==> src/rtl/dct_pkg.sv <==
// Package: shared constants and types for the dual-compare timer.
// Assumes an 8-bit register data path and counters no wider than that.
package dct_pkg;
    localparam int REG_W        = 8;
    localparam int ADDR_W       = 2;
    localparam int NUM_CH       = 2;
    localparam int CTRL_RSV_BIT = 4;
    localparam int CTRL_CLR_BIT = 5;

    localparam logic [ADDR_W-1:0] ADR_CNT  = 2'd0;
    localparam logic [ADDR_W-1:0] ADR_CMPA = 2'd1;
    localparam logic [ADDR_W-1:0] ADR_CMPB = 2'd2;
    localparam logic [ADDR_W-1:0] ADR_CTRL = 2'd3;

    typedef enum logic [1:0] {
        ACT_KEEP = 2'b00,
        ACT_LOW  = 2'b01,
        ACT_HIGH = 2'b10,
        ACT_INV  = 2'b11
    } act_e;
endpackage

==> src/rtl/dct_regs.sv <==
// Module: dct_regs
// Holds both compare registers and the control fields. Writes land at the
// next clock edge. Assumes CNT_W <= REG_W.
module dct_regs
    import dct_pkg::*;
#(
    parameter int CNT_W = 8
) (
    input  logic              clk,
    input  logic              rst_n,
    input  logic              wr_en,
    input  logic [ADDR_W-1:0] addr,
    input  logic [REG_W-1:0]  wdata,
    output logic [CNT_W-1:0]  cmp_a,
    output logic [CNT_W-1:0]  cmp_b,
    output act_e              act_a,
    output act_e              act_b,
    output logic              clr_on_a,
    output logic [REG_W-1:0]  ctrl_rd
);
    logic [3:0] osel_q;
    logic       clr_q;
    logic       wdata_unused;

    // Reserved and upper write bits are discarded.
    assign wdata_unused = ^{wdata[REG_W-1:CTRL_CLR_BIT+1], wdata[CTRL_RSV_BIT]};

    // Compare register A update.
    always_ff @(posedge clk) begin
        if (!rst_n)                          cmp_a <= '1;
        else if (wr_en && addr == ADR_CMPA)  cmp_a <= wdata[CNT_W-1:0];
    end

    // Compare register B update.
    always_ff @(posedge clk) begin
        if (!rst_n)                          cmp_b <= '1;
        else if (wr_en && addr == ADR_CMPB)  cmp_b <= wdata[CNT_W-1:0];
    end

    // Control field update; the reserved bit has no storage.
    always_ff @(posedge clk) begin
        if (!rst_n) begin
            osel_q <= '0;
            clr_q  <= 1'b0;
        end else if (wr_en && addr == ADR_CTRL) begin
            osel_q <= wdata[3:0];
            clr_q  <= wdata[CTRL_CLR_BIT];
        end
    end

    // Split the output-select field into per-channel action codes.
    always_comb begin
        act_a    = act_e'(osel_q[1:0]);
        act_b    = act_e'(osel_q[3:2]);
        clr_on_a = clr_q;
        ctrl_rd  = '0;
        ctrl_rd[3:0]          = osel_q;
        ctrl_rd[CTRL_RSV_BIT] = 1'b1;
        ctrl_rd[CTRL_CLR_BIT] = clr_q;
    end

    assert_cmpa_hold_R9: assert property (@(posedge clk) disable iff (!rst_n)
        !(wr_en && addr == ADR_CMPA) |=> $stable(cmp_a));
    assert_cmpb_hold_R9: assert property (@(posedge clk) disable iff (!rst_n)
        !(wr_en && addr == ADR_CMPB) |=> $stable(cmp_b));
endmodule

==> src/rtl/dct_counter.sv <==
// Module: dct_counter
// Up-counter of CNT_W bits. Priority is load, then clear on compare A,
// then tick increment with natural wrap.
module dct_counter #(
    parameter int CNT_W = 8
) (
    input  logic             clk,
    input  logic             rst_n,
    input  logic             tick,
    input  logic             ld,
    input  logic [CNT_W-1:0] ld_val,
    input  logic             clr,
    output logic [CNT_W-1:0] cnt
);
    // Counter state with load > clear > increment.
    always_ff @(posedge clk) begin
        if (!rst_n)    cnt <= '0;
        else if (ld)   cnt <= ld_val;
        else if (clr)  cnt <= '0;
        else if (tick) cnt <= cnt + 1'b1;
    end

    assert_count_step_R2: assert property (@(posedge clk) disable iff (!rst_n)
        (tick && !ld && !clr) |=> cnt == CNT_W'($past(cnt) + 1'b1));
    assert_load_wins_R9: assert property (@(posedge clk) disable iff (!rst_n)
        ld |=> cnt == $past(ld_val));
    assert_clear_R8: assert property (@(posedge clk) disable iff (!rst_n)
        (clr && !ld) |=> cnt == '0);
endmodule

==> src/rtl/dct_outgen.sv <==
// Module: dct_outgen
// Detects the two compare matches, resolves their actions with the fixed
// priority invert > high > low, and holds the output flop. Both codes at
// keep disable the pin (held low).
module dct_outgen
    import dct_pkg::*;
#(
    parameter int CNT_W = 8
) (
    input  logic             clk,
    input  logic             rst_n,
    input  logic             tick,
    input  logic [CNT_W-1:0] cnt,
    input  logic [CNT_W-1:0] cmp_a,
    input  logic [CNT_W-1:0] cmp_b,
    input  act_e             act_a,
    input  act_e             act_b,
    output logic             hit_a,
    output logic             tmr_out
);
    logic [CNT_W-1:0] cmp [NUM_CH];
    act_e             act [NUM_CH];
    logic [NUM_CH-1:0] hit, want_inv, want_high, want_low;
    logic out_q, out_d, enabled;

    assign cmp[0] = cmp_a;
    assign cmp[1] = cmp_b;
    assign act[0] = act_a;
    assign act[1] = act_b;

    // Per-channel match and action request decode.
    for (genvar ch = 0; ch < NUM_CH; ch++) begin : g_ch
        assign hit[ch]       = tick && (cnt == cmp[ch]);
        assign want_inv[ch]  = hit[ch] && (act[ch] == ACT_INV);
        assign want_high[ch] = hit[ch] && (act[ch] == ACT_HIGH);
        assign want_low[ch]  = hit[ch] && (act[ch] == ACT_LOW);
    end

    assign hit_a   = hit[0];
    assign enabled = (act_a != ACT_KEEP) || (act_b != ACT_KEEP);

    // Resolve simultaneous requests by fixed priority.
    always_comb begin
        if (|want_inv)       out_d = ~out_q;
        else if (|want_high) out_d = 1'b1;
        else if (|want_low)  out_d = 1'b0;
        else                 out_d = out_q;
    end

    // Output flop.
    always_ff @(posedge clk) begin
        if (!rst_n) out_q <= 1'b0;
        else        out_q <= out_d;
    end

    assign tmr_out = enabled && out_q;

    assert_idle_hold_R3: assert property (@(posedge clk) disable iff (!rst_n)
        !(|hit) |=> $stable(out_q));
    assert_inv_wins_R5: assert property (@(posedge clk) disable iff (!rst_n)
        ((hit_a && act_a == ACT_INV) || (hit[1] && act_b == ACT_INV))
        |=> out_q != $past(out_q));
    assert_disabled_still_R6: assert property (@(posedge clk) disable iff (!rst_n)
        (act_a == ACT_KEEP && act_b == ACT_KEEP) |=> $stable(out_q));
endmodule

==> src/rtl/dual_cmp_timer.sv <==
// Module: dual_cmp_timer (top)
// Dual-compare timer with one shared output pin and a simple register port.
// Assumes 1 <= CNT_W <= 8 and a synchronous active-low reset.
module dual_cmp_timer
    import dct_pkg::*;
#(
    parameter int CNT_W = 8
) (
    input  logic              clk,
    input  logic              rst_n,
    input  logic              tick,
    input  logic              wr_en,
    input  logic [ADDR_W-1:0] addr,
    input  logic [REG_W-1:0]  wdata,
    output logic [REG_W-1:0]  rdata,
    output logic              tmr_out
);
    logic [CNT_W-1:0] cnt, cmp_a, cmp_b;
    act_e             act_a, act_b;
    logic             clr_on_a, hit_a, cnt_ld;
    logic [REG_W-1:0] ctrl_rd;

    assign cnt_ld = wr_en && (addr == ADR_CNT);

    dct_regs #(.CNT_W(CNT_W)) u_regs (
        .clk(clk), .rst_n(rst_n), .wr_en(wr_en), .addr(addr), .wdata(wdata),
        .cmp_a(cmp_a), .cmp_b(cmp_b), .act_a(act_a), .act_b(act_b),
        .clr_on_a(clr_on_a), .ctrl_rd(ctrl_rd)
    );

    dct_counter #(.CNT_W(CNT_W)) u_cnt (
        .clk(clk), .rst_n(rst_n), .tick(tick), .ld(cnt_ld),
        .ld_val(wdata[CNT_W-1:0]), .clr(hit_a && clr_on_a), .cnt(cnt)
    );

    dct_outgen #(.CNT_W(CNT_W)) u_out (
        .clk(clk), .rst_n(rst_n), .tick(tick), .cnt(cnt),
        .cmp_a(cmp_a), .cmp_b(cmp_b), .act_a(act_a), .act_b(act_b),
        .hit_a(hit_a), .tmr_out(tmr_out)
    );

    // Combinational register read mux.
    always_comb begin
        case (addr)
            ADR_CNT:  rdata = REG_W'(cnt);
            ADR_CMPA: rdata = REG_W'(cmp_a);
            ADR_CMPB: rdata = REG_W'(cmp_b);
            default:  rdata = ctrl_rd;
        endcase
    end

    assert_rsv_reads_one_R7: assert property (@(posedge clk) disable iff (!rst_n)
        (addr == ADR_CTRL) |-> rdata[CTRL_RSV_BIT]);
    assert_disabled_low_R6: assert property (@(posedge clk) disable iff (!rst_n)
        (act_a == ACT_KEEP && act_b == ACT_KEEP) |-> !tmr_out);
endmodule

==> config.mk <==
export PLATFORM = sky130hd
export DESIGN_NAME = dual_cmp_timer
export DESIGN_NICKNAME = d
export VERILOG_FILES = /design/src/rtl/dct_pkg.sv /design/src/rtl/dct_regs.sv /design/src/rtl/dct_counter.sv /design/src/rtl/dct_outgen.sv /design/src/rtl/dual_cmp_timer.sv
export SDC_FILE = /design/constraint.sdc
export NUM_CORES = 1
export LEC_CHECK = 0
export ABC_AREA = 1
export BUFFER_PORTS_ARGS = -buffer_cell sky130_fd_sc_hd__buf_2
export CORE_MARGIN = 4
export CORE_UTILIZATION = 60
export DETAILED_ROUTE_END_ITERATION = 6
export GPL_TIMING_DRIVEN = 0
export PLACE_DENSITY = 0.82
export SKIP_CTS_REPAIR_TIMING = 1
export SLEW_MARGIN = 0
export SYNTH_ARGS = -nofsm -noshare
export SYNTH_HDL_FRONTEND = slang
export SYNTH_SLANG_ARGS = --single-unit
export TNS_END_PERCENT = 30
==> constraint.sdc <==
create_clock -name clk -period 3.8 [get_ports clk]
set_input_delay 0.38 -clock clk [delete_from_list [all_inputs] [get_ports clk]]
set_output_delay 0.38 -clock clk [all_outputs]
set_load 0.01 [all_outputs]
* After elaboration in Yosys (flattened, before gate mapping)
Index checks and enable logic that the tools add are counted.
** Operators by class
- Mux-type cells :: 7
- Equal/unequal tests :: 11
- Shift-type cells :: 0
- Order comparisons :: 0
- Bitwise logic cells :: 1
- $add $sub $neg :: 1
- $mul :: 0
- Reductions and logical operators :: 23
- Divide/modulo/power cells :: 0
** Operators by type and width (number)
- 8-bit two-way mux :: 3
- 8-bit one-hot mux with 3 select lines :: 1
- 8-bit == test :: 2
- 1-bit logical AND :: 14
- 2-bit == test (second input constant) :: 6
- 8-bit by 1-bit adder with 8-bit output (second input constant) :: 1
- 2-bit by 1-bit == test with 1-bit output (second input constant) :: 3
- 3-bit nonzero test :: 2
- 2-bit OR reduction :: 3
- 2-bit nonzero test :: 2
- 1-bit two-way mux :: 3
- 2-bit logical NOT :: 1
- 1-bit logical OR :: 1
- 1-bit inverter :: 1
** Word-level totals
- Latch bits :: 0
- Memory bits (writable) :: 0
- Memories kept :: 0
- Register bits after elaboration :: 30
- Output and inout bits :: 9
- Bits in read-only memories :: 0

* Longest topological paths before layout
- Depth after elaboration :: 7
- Mapped depth :: 13

* By module
Synthesis repeated with hierarchy kept, for this count alone.
** Second synthesis, totals
- Cell total of the unflattened synthesis :: 340
- Area, all modules :: 2158.3 µm²
** By module, submodules not included
- dct_regs :: cells an instance 115, area an instance 905.9 µm², times used 1
- dct_outgen :: cells an instance 106, area an instance 488.0 µm², times used 1
- dct_counter :: cells an instance 69, area an instance 480.5 µm², times used 1
- dual_cmp_timer :: cells an instance 50, area an instance 284.0 µm², times used 1

* Worst setup path before layout
OpenSTA, ideal clock, no wires.
- Path kind :: in2out
- Start :: input addr[1]
- End :: output rdata[1]
- Cell stages on the path :: 5
- Required time :: 3.420 ns
- Path slack :: 2.483 ns
- Arrival :: 0.937 ns
- Cells stage by stage :: inv_1 nand2_1 o22ai_1 a21oi_1 o21ai_0
** On the way
- Cells in the longest elaborated chain, start to end :: 2
- Elaborated cells between the ends (all ways) :: 4
- Classes of those cells :: 2 x eq/ne; 1 x mux; 1 x reduce/logical
** RTL lines
- start, declared :: RTL line dual_cmp_timer.sv:13 : input logic [ADDR_W-1:0] addr,
- 2-bit == test (tied with other cells) :: RTL line dual_cmp_timer.sv:44 : case (addr)
- 8-bit one-hot mux with 3 select lines * :: RTL line dual_cmp_timer.sv:44
- end, declared :: RTL line dual_cmp_timer.sv:15 : output logic [REG_W-1:0] rdata,
Every way passes the cells marked *; elsewhere a longest branch is shown, timed or not.

* Final worst setup path
- Start :: input addr[1]
- End :: output rdata[3]
The elaborated chain is that of the path after synthesis.

==> summary.md <==
| Metric | Value |
|---|---|
| Final ANT Viol Nets | `0` |
| Max Cap Violations | `0` |
| Period utilization | `0.4627` |
| Max IR drop VDD | `0.3102 mV` |
| Chip Width | `63.56 um` |
| Synth cell types | `30` |
| First-pass GRT wire length | `8.390 mm` |
| Initial antenna violation count | `0` |
| Num CTS Buffers | `5` |
| Required time worst endpoint | `3420 ps` |
| Synthesized cell area | `1852 um2` |
| Post-synth EDFFs | `0` |
| Worst Skew | `17.46 ps` |
| Wire length per cell | `14.49 um` |
| Worst min path class | `in -> reg` |
| Final WL | `5.041 mm` |
| Reg clk slew, reported paths | `100 ps` |
| Cells after Synth | `288` |
| PD cells | `338.9 nW/um2` |
| YS warnings | `0` |
| CTS tree | `yes` |
| Final Instance Count excl. Fillers | `348` |
| CTS Buffer Depth | `2` |
| Power share of the combinational group | `0.201` |
| Worst r2r src | `u_cnt.cnt[3]` |
| Clock root buffer | `clkbuf_4` |
| Routed via count | `1,951` |
| Largest net degree at the start of global routing | `11` |
| Count leader, synth | `nand2_1` |
| Drt initial violations | `154` |
| Hold_sp | `rst_n` |
| CP Capture Type | `output pin` |
| Final HPWL DP | `3.892 mm` |
| Fill count | `276` |
| TNS Setup | `0 ps` |
| N_diodes | `0` |
| Final Setup Violations | `0` |
| All-Layer GR Usage | `0.2713` |
| Critical Path AT | `1380 ps` |
| Multi-input logic area | `1017 um2` |
| Vias per std cell | `5.606` |
| Die height | `63.56 um` |
| Placed instance count | `340` |
| Sequential share of power | `0.499` |
| Syn Nets | `303` |
| Slew HR | `0.6993` |
| Post-synth top area cell | `dfxtp_1` |
| Unrepaired setup endpoints after global routing | `false` |
| FMAX | `568.8 MHz` |
| Most frequent cells after synthesis | `nand2_1, inv_1, dfxtp_1, a21oi_1, nand3_1` |
| Final slew viol count | `0` |
| #FFs+latches synth | `30` |
| Area growth from synthesis to layout | `11.01%` |
| Worst-path maximum fanout | `5` |
| Gr ovfl total | `0` |
| Row Count | `19` |
| Post-synth top flop | `dfxtp_1` |
| Setup ws final | `2042 ps` |
| Final hold violations | `0` |
| Clk pwr share | `0.299` |
| Pint | `470.5 uW` |
| Crit path time final | `1758 ps` |
| Synth top area share | `0.3243` |
| GP Congestion | `1.034` |
| Pleak | `1.014 nW` |
| Synth area leaders | `dfxtp_1, nand2_1, inv_1` |
| IO buf count | `21` |
| Final nets | `331` |
| Layout cells sized above 1 | `0.1767` |
| H-tree levels | `2` |
| Pre-CTS setup slack | `2072 ps` |
| Async SR Flop Fraction | `0` |
| Kind of critical path | `in -> out` |
| # DRC | `0` |
| Sw Share | `0.3247` |
| Status | `complete, no violations` |
| Crit start category | `input pin` |
| Worst Setup SP | `addr[1]` |
| Clock Latency Late Sink | `350 ps` |
| Storage cell area | `600.6 um2` |
| CTS sink count | `30` |
| Total power | `696.7 uW` |
| Worst-margin pin slew | `451.1 ps` |
| Initial Util | `0.6491` |
| Switching power | `226.2 uW` |
| Syn Area/Cell | `6.430 um2` |
| Ports | `23` |
| Die ar. | `4039 um2` |
| Sequential fraction of the synthesis area | `0.3243` |
| Vias in the first global route | `1,753` |
| 1st-pass router iterations | `4` |
| CORE AREA | `2853 um2` |
-- worst paths after layout --
path / end / slack, ps / cells past startpoint
setup reg to reg: u_cnt.cnt[1] / 2270 / 11
hold / removal: u_regs.cmp_a[6] / 270 / 2
hold reg to reg: u_regs.cmp_b[0] / 520 / 2
setup / recovery: rdata[3] / 2040 / 8
-- cells by family after synthesis --
family / after synthesis / share of synthesized area
flops: 30 / 0.3243
xor+xnor: 2 / 0.009461
fa+ha+maj: 1 / 0.006756
compound gates: 62 / 0.2014
simple gates: 136 / 0.3318
buf+inv: 57 / 0.1263
-- stage by stage --
step                      cell area, um2    util  hold WS [ps]
final                               2056  0.7206         271.9
after global routing                2056  0.7206         267.7
after CTS                           2056  0.7206         266.6
after detailed placement            1996  0.6996         505.1
after global placement              1996  0.6996         494.7
after floorplan                     1852       -         463.2
-- power groups by stage --
stage                     clock network (mW)  logic [mW]  registers (mW)
after CTS                              0.208       0.139           0.347
final                                  0.209       0.140           0.348
after detailed placement                   0       0.138           0.355
after global placement                     0       0.136           0.354
after floorplan                            0      0.0945           0.350
after global routing                   0.226       0.158           0.350
-- critical path, stage by stage --
cell and delay (ps):
buf_2 150, inv_1 80, nor2_2 180, inv_2 110
o22ai_1 140, a21oi_1 70, o21ai_0 100, buf_2 160
-- cell type report --
type | instances | share of cell area
clock buffer | 7 | 0.02678
inverter | 50 | 0.09130
tap | 31 | 0.01887
clock inverter | 1 | 0.002435
timing repair buffer | 21 | 0.05113
buffer | 7 | 0.02252
multi-input combinational | 201 | 0.4948
sequential | 30 | 0.2921
-- layout by cell type, fill, tap and decap left out, types with 4 or more instances in the layout --
master / netlist / final
o21ai_0: 13 / 13
dfxtp_1: 30 / 30
clkbuf_4: 0 / 5
nor2_4: 4 / 4
o22ai_1: 4 / 4
inv_1: 39 / 39
buf_2: 1 / 22
nor2_2: 4 / 4
o21ai_1: 5 / 5
inv_2: 10 / 10
o211ai_1: 14 / 14
nand3_1: 16 / 16
a21oi_1: 18 / 18
nor2_1: 10 / 10
nand4_1: 6 / 6
nand2_1: 89 / 89
-- registers in the layout (all words and copies together), names as in the netlist --
name,flops
u_cnt.cnt,8
u_regs.cmp_a,8
u_regs.cmp_b,8
u_regs.osel_q,4
u_out.out_q,1
u_regs.clr_on_a,1
-- per-layer routing --
| metal | share of wire | vias up | track usage | wire length [um] |
|---|---|---|---|---|
| met5 | 0 | - | 0 | 0 |
| met4 | 0.021 | 0 | 0.1051 | 105 |
| met2 | 0.44 | 57 | 0.4159 | 2210 |
| met1 | 0.47 | 884 | 0.3529 | 2355 |
| met3 | 0.073 | 12 | 0.08526 | 369 |
| li1 | - | 998 | - | - |
Power figures use the tool's default switching activity.
